**config.mk**
```make
export PLATFORM = sky130hd
export DESIGN_NAME = tlb_ring_xlate
export DESIGN_NICKNAME = d
export VERILOG_FILES = /design/src/rtl/tlb_ring_pkg.sv /design/src/rtl/tlb_ring_store.sv /design/src/rtl/tlb_way_match.sv /design/src/rtl/tlb_attr_decode.sv /design/src/rtl/tlb_ring_xlate.sv
export SDC_FILE = /design/constraint.sdc
export NUM_CORES = 2
export LEC_CHECK = 0
export ABC_AREA = 0
export BUFFER_PORTS_ARGS = -buffer_cell sky130_fd_sc_hd__buf_4
export CELL_PAD_IN_SITES_DETAIL_PLACEMENT = 1
export CELL_PAD_IN_SITES_GLOBAL_PLACEMENT = 1
export CORE_MARGIN = 2
export CORE_UTILIZATION = 31
export CTS_CLUSTER_DIAMETER = 60
export CTS_CLUSTER_SIZE = 30
export DETAILED_ROUTE_END_ITERATION = 8
export PLACE_DENSITY = 0.56
export SYNTH_ARGS = -nofsm -noshare
export SYNTH_HDL_FRONTEND = slang
export SYNTH_SLANG_ARGS = --single-unit
export TNS_END_PERCENT = 20
```
**constraint.sdc**
```tcl
create_clock -name clk -period 14.1 [get_ports clk]
set_input_delay 2.115 -clock clk [delete_from_list [all_inputs] [get_ports clk]]
set_output_delay 2.115 -clock clk [all_outputs]
set_load 0.01 [all_outputs]
```
**src/rtl/tlb_ring_pkg.sv**
```systemverilog
package tlb_ring_pkg;

    localparam int VA_W      = 32;
    localparam int PAGE_W    = 12;
    localparam int VPN_W     = VA_W - PAGE_W;
    localparam int PPN_W     = 20;
    localparam int PA_W      = PPN_W + PAGE_W;
    localparam int ASID_W    = 8;
    localparam int ATTR_W    = 4;
    localparam int RINGS     = 4;
    localparam int RING_W    = $clog2(RINGS);
    localparam int RASID_W   = RINGS * ASID_W;
    localparam logic [RASID_W-1:0] RASID_RST = 32'h0403_0201;

    typedef struct packed {
        logic [VPN_W-1:0]  vpn;
        logic [PPN_W-1:0]  ppn;
        logic [ASID_W-1:0] asid;
        logic [ATTR_W-1:0] attr;
    } tlb_entry_t;

    typedef enum logic [3:0] {
        XC_NONE      = 4'd0,
        XC_I_MISS    = 4'd1,
        XC_I_MULTI   = 4'd2,
        XC_I_PRIV    = 4'd3,
        XC_I_PROHIB  = 4'd4,
        XC_D_MISS    = 4'd5,
        XC_D_MULTI   = 4'd6,
        XC_D_PRIV    = 4'd7,
        XC_LD_PROHIB = 4'd8,
        XC_ST_PROHIB = 4'd9
    } xcause_e;

    typedef enum logic [1:0] {
        CM_BYPASS  = 2'd0,
        CM_WBACK   = 2'd1,
        CM_WTHRU   = 2'd2,
        CM_ISOLATE = 2'd3
    } cmode_e;

    typedef struct packed {
        logic r;
        logic w;
        logic x;
    } perm_t;

    typedef struct packed {
        logic [PA_W-1:0]   pa;
        xcause_e           cause;
        perm_t             perm;
        cmode_e            cm;
        logic [RING_W-1:0] ring;
    } xlate_res_t;

endpackage

```
**src/rtl/tlb_ring_store.sv**
```systemverilog
module tlb_ring_store
    import tlb_ring_pkg::*;
#(
    parameter int WAYS = 4,
    parameter int SETS = 4,
    localparam int WAY_W = $clog2(WAYS),
    localparam int IDX_W = $clog2(SETS)
) (
    input  logic                        clk,
    input  logic                        rst_n,
    input  logic                        wr_en,
    input  logic [WAY_W-1:0]            wr_way,
    input  logic [IDX_W-1:0]            wr_idx,
    input  tlb_entry_t                  wr_entry,
    input  logic                        ring_wr,
    input  logic [RASID_W-1:0]          ring_wdata,
    input  logic [IDX_W-1:0]            rd_idx,
    output tlb_entry_t [WAYS-1:0]       rd_entry,
    output logic [RASID_W-1:0]          rasid
);

    typedef struct packed {
        tlb_entry_t [WAYS-1:0][SETS-1:0] tbl;
        logic [RASID_W-1:0]              rasid;
    } store_t;

    store_t st_d, st_q;

    always_comb begin
        st_d = st_q;
        if (wr_en) begin
            st_d.tbl[wr_way][wr_idx] = wr_entry;
        end
        if (ring_wr) begin
            st_d.rasid = ring_wdata;
        end
    end

    always_ff @(posedge clk) begin
        if (!rst_n) begin
            st_q.tbl   <= '0;
            st_q.rasid <= RASID_RST;
        end else begin
            st_q <= st_d;
        end
    end

    always_comb begin
        for (int w = 0; w < WAYS; w++) begin
            rd_entry[w] = st_q.tbl[w][rd_idx];
        end
    end

    assign rasid = st_q.rasid;


    wr_land_chk: assert property (@(posedge clk) disable iff (!rst_n)
        wr_en |=> st_q.tbl[$past(wr_way)][$past(wr_idx)] == $past(wr_entry));


    ring_load_chk: assert property (@(posedge clk) disable iff (!rst_n)
        ring_wr |=> rasid == $past(ring_wdata));

endmodule

```
**src/rtl/tlb_way_match.sv**
```systemverilog
module tlb_way_match
    import tlb_ring_pkg::*;
(
    input  logic [RASID_W-1:0] rasid,
    input  tlb_entry_t         entry,
    input  logic [VPN_W-1:0]   va_vpn,
    output logic               hit,
    output logic [RING_W-1:0]  ring
);

    logic [RINGS-1:0] slot_eq;

    for (genvar r = 0; r < RINGS; r++) begin : g_slot
        assign slot_eq[r] = (rasid[r*ASID_W +: ASID_W] == entry.asid);
    end

    always_comb begin
        ring = '0;
        for (int r = RINGS - 1; r >= 0; r--) begin
            if (slot_eq[r]) begin
                ring = RING_W'(r);
            end
        end
        hit = (entry.vpn == va_vpn) && (entry.asid != '0) && (|slot_eq);
    end

endmodule

```
**src/rtl/tlb_attr_decode.sv**
```systemverilog
module tlb_attr_decode
    import tlb_ring_pkg::*;
(
    input  logic [ATTR_W-1:0] attr,
    input  logic              ifetch,
    output perm_t             perm,
    output cmode_e            cmode
);

    perm_t raw;

    always_comb begin
        raw   = '0;
        cmode = CM_BYPASS;
        if (attr < ATTR_W'(12)) begin
            raw.r = 1'b1;
            raw.x = attr[0];
            raw.w = attr[1];
            cmode = cmode_e'(attr[3:2]);
        end else if (attr == ATTR_W'(13)) begin
            raw.r = 1'b1;
            raw.w = 1'b1;
            cmode = CM_ISOLATE;
        end
        perm = raw;
        if (ifetch) begin
            perm.r = 1'b0;
            perm.w = 1'b0;
        end else begin
            perm.x = 1'b0;
        end
    end

endmodule

```
**src/rtl/tlb_ring_xlate.sv**
```systemverilog
module tlb_ring_xlate
    import tlb_ring_pkg::*;
#(
    parameter int WAYS = 4,
    parameter int SETS = 4,
    localparam int WAY_W = $clog2(WAYS),
    localparam int IDX_W = $clog2(SETS)
) (
    input  logic               clk,
    input  logic               rst_n,
    input  logic               wr_en,
    input  logic [WAY_W-1:0]   wr_way,
    input  logic [IDX_W-1:0]   wr_idx,
    input  logic [VPN_W-1:0]   wr_vpn,
    input  logic [PPN_W-1:0]   wr_ppn,
    input  logic [ASID_W-1:0]  wr_asid,
    input  logic [ATTR_W-1:0]  wr_attr,
    input  logic               ring_wr,
    input  logic [RASID_W-1:0] ring_wdata,
    input  logic [VA_W-1:0]    lk_va,
    input  logic               lk_ifetch,
    input  logic               lk_store,
    input  logic [RING_W-1:0]  lk_priv,
    output logic [PA_W-1:0]    lk_pa,
    output logic               lk_fault,
    output logic [3:0]         lk_cause,
    output logic               lk_perm_r,
    output logic               lk_perm_w,
    output logic               lk_perm_x,
    output logic [1:0]         lk_cache,
    output logic [RING_W-1:0]  lk_ring
);

    tlb_entry_t                   wr_ent;
    tlb_entry_t [WAYS-1:0]        way_ent;
    logic [RASID_W-1:0]           rasid;
    logic [VPN_W-1:0]             va_vpn;
    logic [IDX_W-1:0]             va_idx;
    logic [WAYS-1:0]              hit_vec;
    logic [WAYS-1:0][RING_W-1:0]  way_ring;
    logic [WAY_W-1:0]             sel_way;
    tlb_entry_t                   sel_ent;
    logic [RING_W-1:0]            sel_ring;
    perm_t                        sel_perm;
    cmode_e                       sel_cm;
    xlate_res_t                   res_d;

    assign wr_ent = '{vpn: wr_vpn, ppn: wr_ppn, asid: wr_asid, attr: wr_attr};
    assign va_vpn = lk_va[VA_W-1:PAGE_W];
    assign va_idx = lk_va[PAGE_W +: IDX_W];

    tlb_ring_store #(.WAYS(WAYS), .SETS(SETS)) store_i (
        .clk        (clk),
        .rst_n      (rst_n),
        .wr_en      (wr_en),
        .wr_way     (wr_way),
        .wr_idx     (wr_idx),
        .wr_entry   (wr_ent),
        .ring_wr    (ring_wr),
        .ring_wdata (ring_wdata),
        .rd_idx     (va_idx),
        .rd_entry   (way_ent),
        .rasid      (rasid)
    );

    for (genvar w = 0; w < WAYS; w++) begin : g_way
        tlb_way_match match_i (
            .rasid  (rasid),
            .entry  (way_ent[w]),
            .va_vpn (va_vpn),
            .hit    (hit_vec[w]),
            .ring   (way_ring[w])
        );
    end

    always_comb begin
        sel_way = '0;
        for (int w = 0; w < WAYS; w++) begin
            if (hit_vec[w]) begin
                sel_way = WAY_W'(w);
            end
        end
        sel_ent  = way_ent[sel_way];
        sel_ring = way_ring[sel_way];
    end

    tlb_attr_decode decode_i (
        .attr   (sel_ent.attr),
        .ifetch (lk_ifetch),
        .perm   (sel_perm),
        .cmode  (sel_cm)
    );

    always_comb begin
        logic granted;
        granted = lk_ifetch ? sel_perm.x : (lk_store ? sel_perm.w : sel_perm.r);
        res_d = '0;
        if (hit_vec == '0) begin
            res_d.cause = lk_ifetch ? XC_I_MISS : XC_D_MISS;
        end else if ($countones(hit_vec) > 1) begin
            res_d.cause = lk_ifetch ? XC_I_MULTI : XC_D_MULTI;
        end else if (sel_ring < lk_priv) begin
            res_d.cause = lk_ifetch ? XC_I_PRIV : XC_D_PRIV;
        end else if (!granted) begin
            res_d.cause = lk_ifetch ? XC_I_PROHIB :
                          (lk_store ? XC_ST_PROHIB : XC_LD_PROHIB);
        end else begin
            res_d.cause = XC_NONE;
            res_d.pa    = {sel_ent.ppn, lk_va[PAGE_W-1:0]};
            res_d.perm  = sel_perm;
            res_d.cm    = sel_cm;
            res_d.ring  = sel_ring;
        end
    end

    assign lk_pa     = res_d.pa;
    assign lk_cause  = res_d.cause;
    assign lk_fault  = (res_d.cause != XC_NONE);
    assign lk_perm_r = res_d.perm.r;
    assign lk_perm_w = res_d.perm.w;
    assign lk_perm_x = res_d.perm.x;
    assign lk_cache  = res_d.cm;
    assign lk_ring   = res_d.ring;


    pa_offset_chk: assert property (@(posedge clk) disable iff (!rst_n)
        !lk_fault |-> lk_pa[PAGE_W-1:0] == lk_va[PAGE_W-1:0]);


    data_grant_chk: assert property (@(posedge clk) disable iff (!rst_n)
        (!lk_fault && !lk_ifetch) |-> ((lk_store ? lk_perm_w : lk_perm_r) && !lk_perm_x));


    fetch_grant_chk: assert property (@(posedge clk) disable iff (!rst_n)
        (!lk_fault && lk_ifetch) |-> (lk_perm_x && !lk_perm_r && !lk_perm_w));


    isolate_noexec_chk: assert property (@(posedge clk) disable iff (!rst_n)
        (!lk_fault && lk_cache == 2'd3) |-> !lk_perm_x);

endmodule

```
Word-level counts from Yosys, hierarchy flattened
Cells that the tools add are included.
{"block": "op_classes", "n_addsub": 3, "order_cmp": 9, "n_eq_ne": 21, "n_mux": 61, "n_reduce_logical": 20}
{"op": "832-bit bitwise mux", "n": 1}
{"op": "52-bit binary-select mux with 2-bit select", "n": 5}
{"op": "208-bit demux with 2-bit select", "n": 1}
{"op": "52-bit two-way mux", "n": 5}
{"op": "208-bit two-way mux", "n": 1}
{"op": "32-bit two-way mux", "n": 5}
{"op": "8-bit == test", "n": 16}
{"op": "52-bit demux with 2-bit select", "n": 1}
{"op": "20-bit == test", "n": 4}
{"op": "2-bit two-way mux", "n": 23}
{"op": "8-bit nonzero test", "n": 4}
{"op": "7-bit two-way mux", "n": 4}
{"op": "4-bit two-way mux", "n": 5}
{"op": "4-bit OR reduction", "n": 4}
{"op": "2-bit by 3-bit < comparator with 1-bit output, second input constant", "n": 4}
{"op": "1-bit logical AND", "n": 10}
{"op": "3-bit two-way mux", "n": 3}
{"op": "1-bit two-way mux", "n": 6}
{"op": "1-bit by 1-bit adder with 2-bit output", "n": 2}
{"op": "2-bit binary-select mux with 2-bit select", "n": 1}
{"op": "4-bit == test, second input constant", "n": 1}
{"op": "2-bit by 1-bit greater-or-equal comparator with 1-bit output, second input constant", "n": 2}
{"op": "4-bit zero test", "n": 1}
{"op": "4-bit < comparator, second input constant", "n": 1}
{"op": "other kinds (4)", "n": 4}
{"block": "totals", "ff_bits": 864, "input_bits": 128, "out_inout_bits": 44, "wordCells": 179}

Logic depth before layout (Yosys ltp)
{"block": "depth", "word_depth": 21, "mapped_depth": 27, "depth_no_buf": 17}

By module
Synthesis repeated with hierarchy kept, for this count alone.
{"block": "hier_totals", "cells_unflattened": 3782, "area_unflattened_um2": 40151.0}
{"mod": "tlb_ring_store", "n_inst": 1, "cells_per_inst": 3202, "area_each_um2": 35903.2, "seq_area_each_um2": 17296.6}
{"mod": "tlb_way_match", "n_inst": 4, "cells_per_inst": 88, "area_each_um2": 690.7, "seq_area_each_um2": 0.0}
{"mod": "tlb_ring_xlate", "n_inst": 1, "cells_per_inst": 219, "area_each_um2": 1421.4, "seq_area_each_um2": 0.0}
{"mod": "tlb_attr_decode", "n_inst": 1, "cells_per_inst": 9, "area_each_um2": 63.8, "seq_area_each_um2": 0.0}

Least setup slack after synthesis
No wires, ideal clock.
{"block": "synth_timing", "kind": "in2out", "startpoint": "input port lk_va[12]", "endpoint": "output port lk_pa[10]", "t_arrival_ns": 6.900, "required_ns": 11.985, "path_slack_ns": 5.085, "stages": 23, "n_path_buf": 11, "cell_sequence": "buf_6 > buf_8 > buf_8 > buf_12 > buf_8 > buf_8 > buf_6 > buf_2 > buf_2 > buf_2 > mux4_2 > xor2_1 > nor4_1 > nand4_1 > a21o_1 > inv_1 > fa_1 > nand2_1 > or3b_4 > nor3_4 > a22oi_4 > buf_6 > nor2b_2"}
{"block": "synth_via", "elab_chain_cells": 20, "word_cells_on_any_way": 86, "cone_classes": "3 x add/sub; 3 x order compare; 21 x eq/ne; 42 x mux; 17 x reduce/logical"}
{"element": "from (decl)", "line": "tlb_ring_xlate.sv:20", "rtl": "input logic [VA_W-1:0] lk_va,"}
{"element": "parallel branches: the longest is 19 deep, another holds 4-bit < comparator"}
{"element": "32-bit two-way mux *", "line": "tlb_ring_xlate.sv:98", "rtl": "if (hit_vec == '0) begin"}
{"element": "to (decl)", "line": "tlb_ring_xlate.sv:24", "rtl": "output logic [PA_W-1:0] lk_pa,"}
Mark *: on every way between the ends. The select of a mux whose other input is x is not followed.

Final worst setup path
{"block": "layout_timing", "startpoint": "input port lk_va[12]", "endpoint": "output port lk_pa[13]"}
Same word-level chain as after synthesis.

==> impl_metrics.sql <==
INSERT INTO impl_metrics (metric_group, metric, value, unit) VALUES
('setup_path', 'reg2reg_from', 'store_i.rasid[3]$_SDFFE_PN0P_', ''),
('yosys', 'synth_largest_area_cell', 'dfxtp_1', ''),
('detailed_routing', 'detail_route.vias_per_cell', '5.209', ''),
('setup_path', 'cpMostUsedCell', 'buf_4', ''),
('floorplan', 'core', '133500', 'um2'),
('min_path', 'min_delay_worst_endpoint', 'store_i.st_q[566]$_SDFFE_PN0P_', ''),
('pwr', 'seqPwrFrac', '43.1', '%'),
('pwr', 'totalPowerFinal', '5.831', 'mW'),
('global_routing', 'vias_in_the_first_global_route', '35230', ''),
('pwr', 'intPower', '4.251', 'mW'),
('clock_network', 'ctsResizeCount', '0', ''),
('cells_and_area', 'layout_common_cells', 'nand2_1, dfxtp_1, a21boi_0', ''),
('place', 'dp.cells', '6335', ''),
('global_routing', 'grt_antenna_before_repair', '5', ''),
('pwr', 'leakagePower', '15.38', 'nW'),
('detailed_routing', 'drt-wirelength-per-cell', '24.30', 'um'),
('yosys', 'synth_warnings', '0', ''),
('yosys', 'syn_inst', '4840', ''),
('floorplan', 'initial_core_util', '31.22', '%'),
('detailed_routing', 'first_pass_iters', '5', ''),
('global_routing', 'grt_start_max_net_pins', '230', ''),
('yosys', 'synth.area.top_cells', 'dfxtp_1, nand2_1, a21boi_0', ''),
('sta', 'worst_slew_pin_slew', '1.097', 'ns'),
('sta', 'max-slew-margin-rel', '26.24', '%'),
('outcome', 'status', 'completed', ''),
('detailed_routing', 'detailroute.via_count', '34002', ''),
('floorplan', 'die_area', '137400', 'um2'),
('pwr', 'combPwrFrac', '7.3', '%'),
('detailed_routing', 'detailedRoute.firstIterationViolations', '2094', ''),
('yosys', 'synth.cell_area', '41660', 'um2'),
('setup_path', 'critical_path_cell_list', 'buf_8, buf_4, mux4_2, xnor2_1, and4_1, nor4bb_1, nand4_1, nor2_4, buf_4, nor3_2, buf_4, o211ai_1, o21ai_0, ha_1, inv_1, o2111ai_1, o22ai_2, nor3_4, a22oi_4, buf_4, nor2_2, buf_4', ''),
('setup_path', 'crit_slowest_cell', 'buf_4', ''),
('yosys', 'synthesis.nets', '4971', ''),
('floorplan', 'die-height', '370.6', 'um'),
('sta', 'timing.final.max_slew_violations', '0', ''),
('pwr', 'power.switching_fraction', '27.10', '%'),
('clock_network', 'cts_tree', 'done', ''),
('clock_network', 'htree_levels', '3', ''),
('clock_network', 'post-cts-setup-buffer-count', '0', ''),
('min_path', 'holdPathStages', '2', ''),
('global_routing', 'globalRouteOverflowTotal', '0', ''),
('setup_path', 'crit_type', 'in2out', ''),
('setup_path', 'timing.critical_path.from_type', 'input pin', ''),
('setup_path', 'max_stage_delay', '0.64', 'ns'),
('cells_and_area', 'mostFrequentLayoutCell', 'nand2_1', ''),
('yosys', 'asyncSetResetFlopFracSynth', '0', '%'),
('detailed_routing', 'routed-wl-met3', '6262', 'um'),
('cells_and_area', 'area_delta_synth_final', '14.04', '%'),
('cells_and_area', 'count_of_nets_after_finishing', '4802', ''),
('clock_network', 'cts_root_buffer', 'clkbuf_16', ''),
('detailed_routing', 'wl_met1', '73600', 'um'),
('sta', 'worst_hold_slack', '0.4648', 'ns'),
('sta', 'layout_worst_path_cycle_share', '77.04', '%'),
('setup_path', 'r2r_cells', '2', ''),
('setup_path', 'reg2reg_slack', '13.11', 'ns'),
('yosys', 'post_synth.cell_area_avg', '8.608', 'um2'),
('global_routing', 'global_route.usage.total', '22.87', '%'),
('cells_and_area', 'final-instance-count-excl-fill', '6528', ''),
('sta', 'final-hold-violation-count', '0', ''),
('setup_path', 'critPathBufInv', '7', ''),
('place', 'gpl.final_weighted_congestion', '0.8133', ''),
('setup_path', 'critPathLaunch', 'lk_va[12]', ''),
('sta', 'post-route-min-period', '10.86', 'ns'),
('floorplan', 'fp.dieW', '370.6', 'um'),
('pwr', 'power-per-cell-area', '122.7', 'nW/um2'),
('sta', 'max_freq', '92.05', 'MHz'),
('setup_path', 'r2r_end', 'store_i.rasid[3]$_SDFFE_PN0P_', ''),
('min_path', 'holdCritPathClass', 'reg2reg', ''),
('clock_network', 'insertion_delay', '0.68', 'ns'),
('yosys', 'edff_count_synth', '0', ''),
('yosys', 'postSynthRegisterBits', '864', '');
[worst max path at each step]
stage                endpoint  slack (ns)  cells after the start
floorplan           lk_pa[10]        5.08                     23
global placement    lk_pa[13]        3.31                     22
detailed placement  lk_pa[13]        3.20                     22
CTS                 lk_pa[13]        3.18                     22
global route        lk_pa[12]        2.80                     22
finish              lk_pa[13]        3.24                     22
[registers in the layout (all words and copies together), names as in the netlist]
| signal | flops |
|---|---|
| store_i.rasid | 32 |
| store_i.st_q | 832 |
[cell type report]
| cell class | count | area [um2] | share of cell area, % |
|---|---|---|---|
| well taps | 1768 | 2212 | 4.655 |
| flip-flops and latches | 864 | 17300 | 36.40 |
| clock inverters | 76 | 940.9 | 1.980 |
| inverters | 13 | 48.80 | 0.1027 |
| repair buffers | 217 | 1677 | 3.528 |
| clock buffers | 115 | 2745 | 5.777 |
| diodes | 2 | 5.005 | 0.01053 |
| multi-input cells | 3473 | 22590 | 47.54 |
[worst register-to-register path, cell delays in order (launching register included)]
cell and delay (ns):
dfxtp_1 0.65, mux2i_1 0.15, nor2b_1 0.13
[Yosys cell counts, drive strengths merged (4+ instances only)]
cell,count
mux2,20
nor2,98
o22ai,6
a21oi,50
buf,66
nand2,1712
or2,6
o41ai,5
a21boi,833
clkbuf,424
dfxtp,864
or4,5
nor3,21
nand2b,4
nand3,17
xnor2,164
nor2b,45
nor3b,4
xor2,34
mux4,186
o21ai,42
nor4,34
and3,4
nand4,51
inv,13
mux2i,69
[cells by family (layout without fill, tap and decap cells)]
family	Yosys count	in the layout	synth area share [%]
and+or+nand+nor	2020	2020	19.77
AOI/OAI and AO/OA	977	977	17.20
DFF	864	864	41.51
buffers and inverters	503	421	4.940
muxes	275	275	12.28
xor gates and xnor gates	198	198	4.180
adders and majority gates	3	3	0.1081
other	0	2	0
[power by group through the flow]
stage | logic [mW] | registers [mW] | clock network (mW)
floorplan | 0.290 | 2.54 | 0
global placement | 0.429 | 2.57 | 0
detailed placement | 0.432 | 2.57 | 0
CTS | 0.434 | 2.51 | 2.96
global route | 0.463 | 2.51 | 3.06
finish | 0.428 | 2.51 | 2.89
[routing by layer]
metal | track usage, % | vias to the layer above
met5 | 0 | -
met3 | 2.943 | 153
met4 | 4.905 | 6
met2 | 39.27 | 576
li1 | - | 15874
met1 | 30.56 | 17393
[through the flow]
stage	utilization, %	cell area, um2	worst slack (ns)
detailed placement	32.84	43830	3.203
global route	35.60	47510	2.800
CTS	35.60	47510	3.177
global placement	32.84	43830	3.306
floorplan	-	41670	5.085
finish	35.60	47520	3.237
Note: power is estimated with default switching activity, not from simulation.
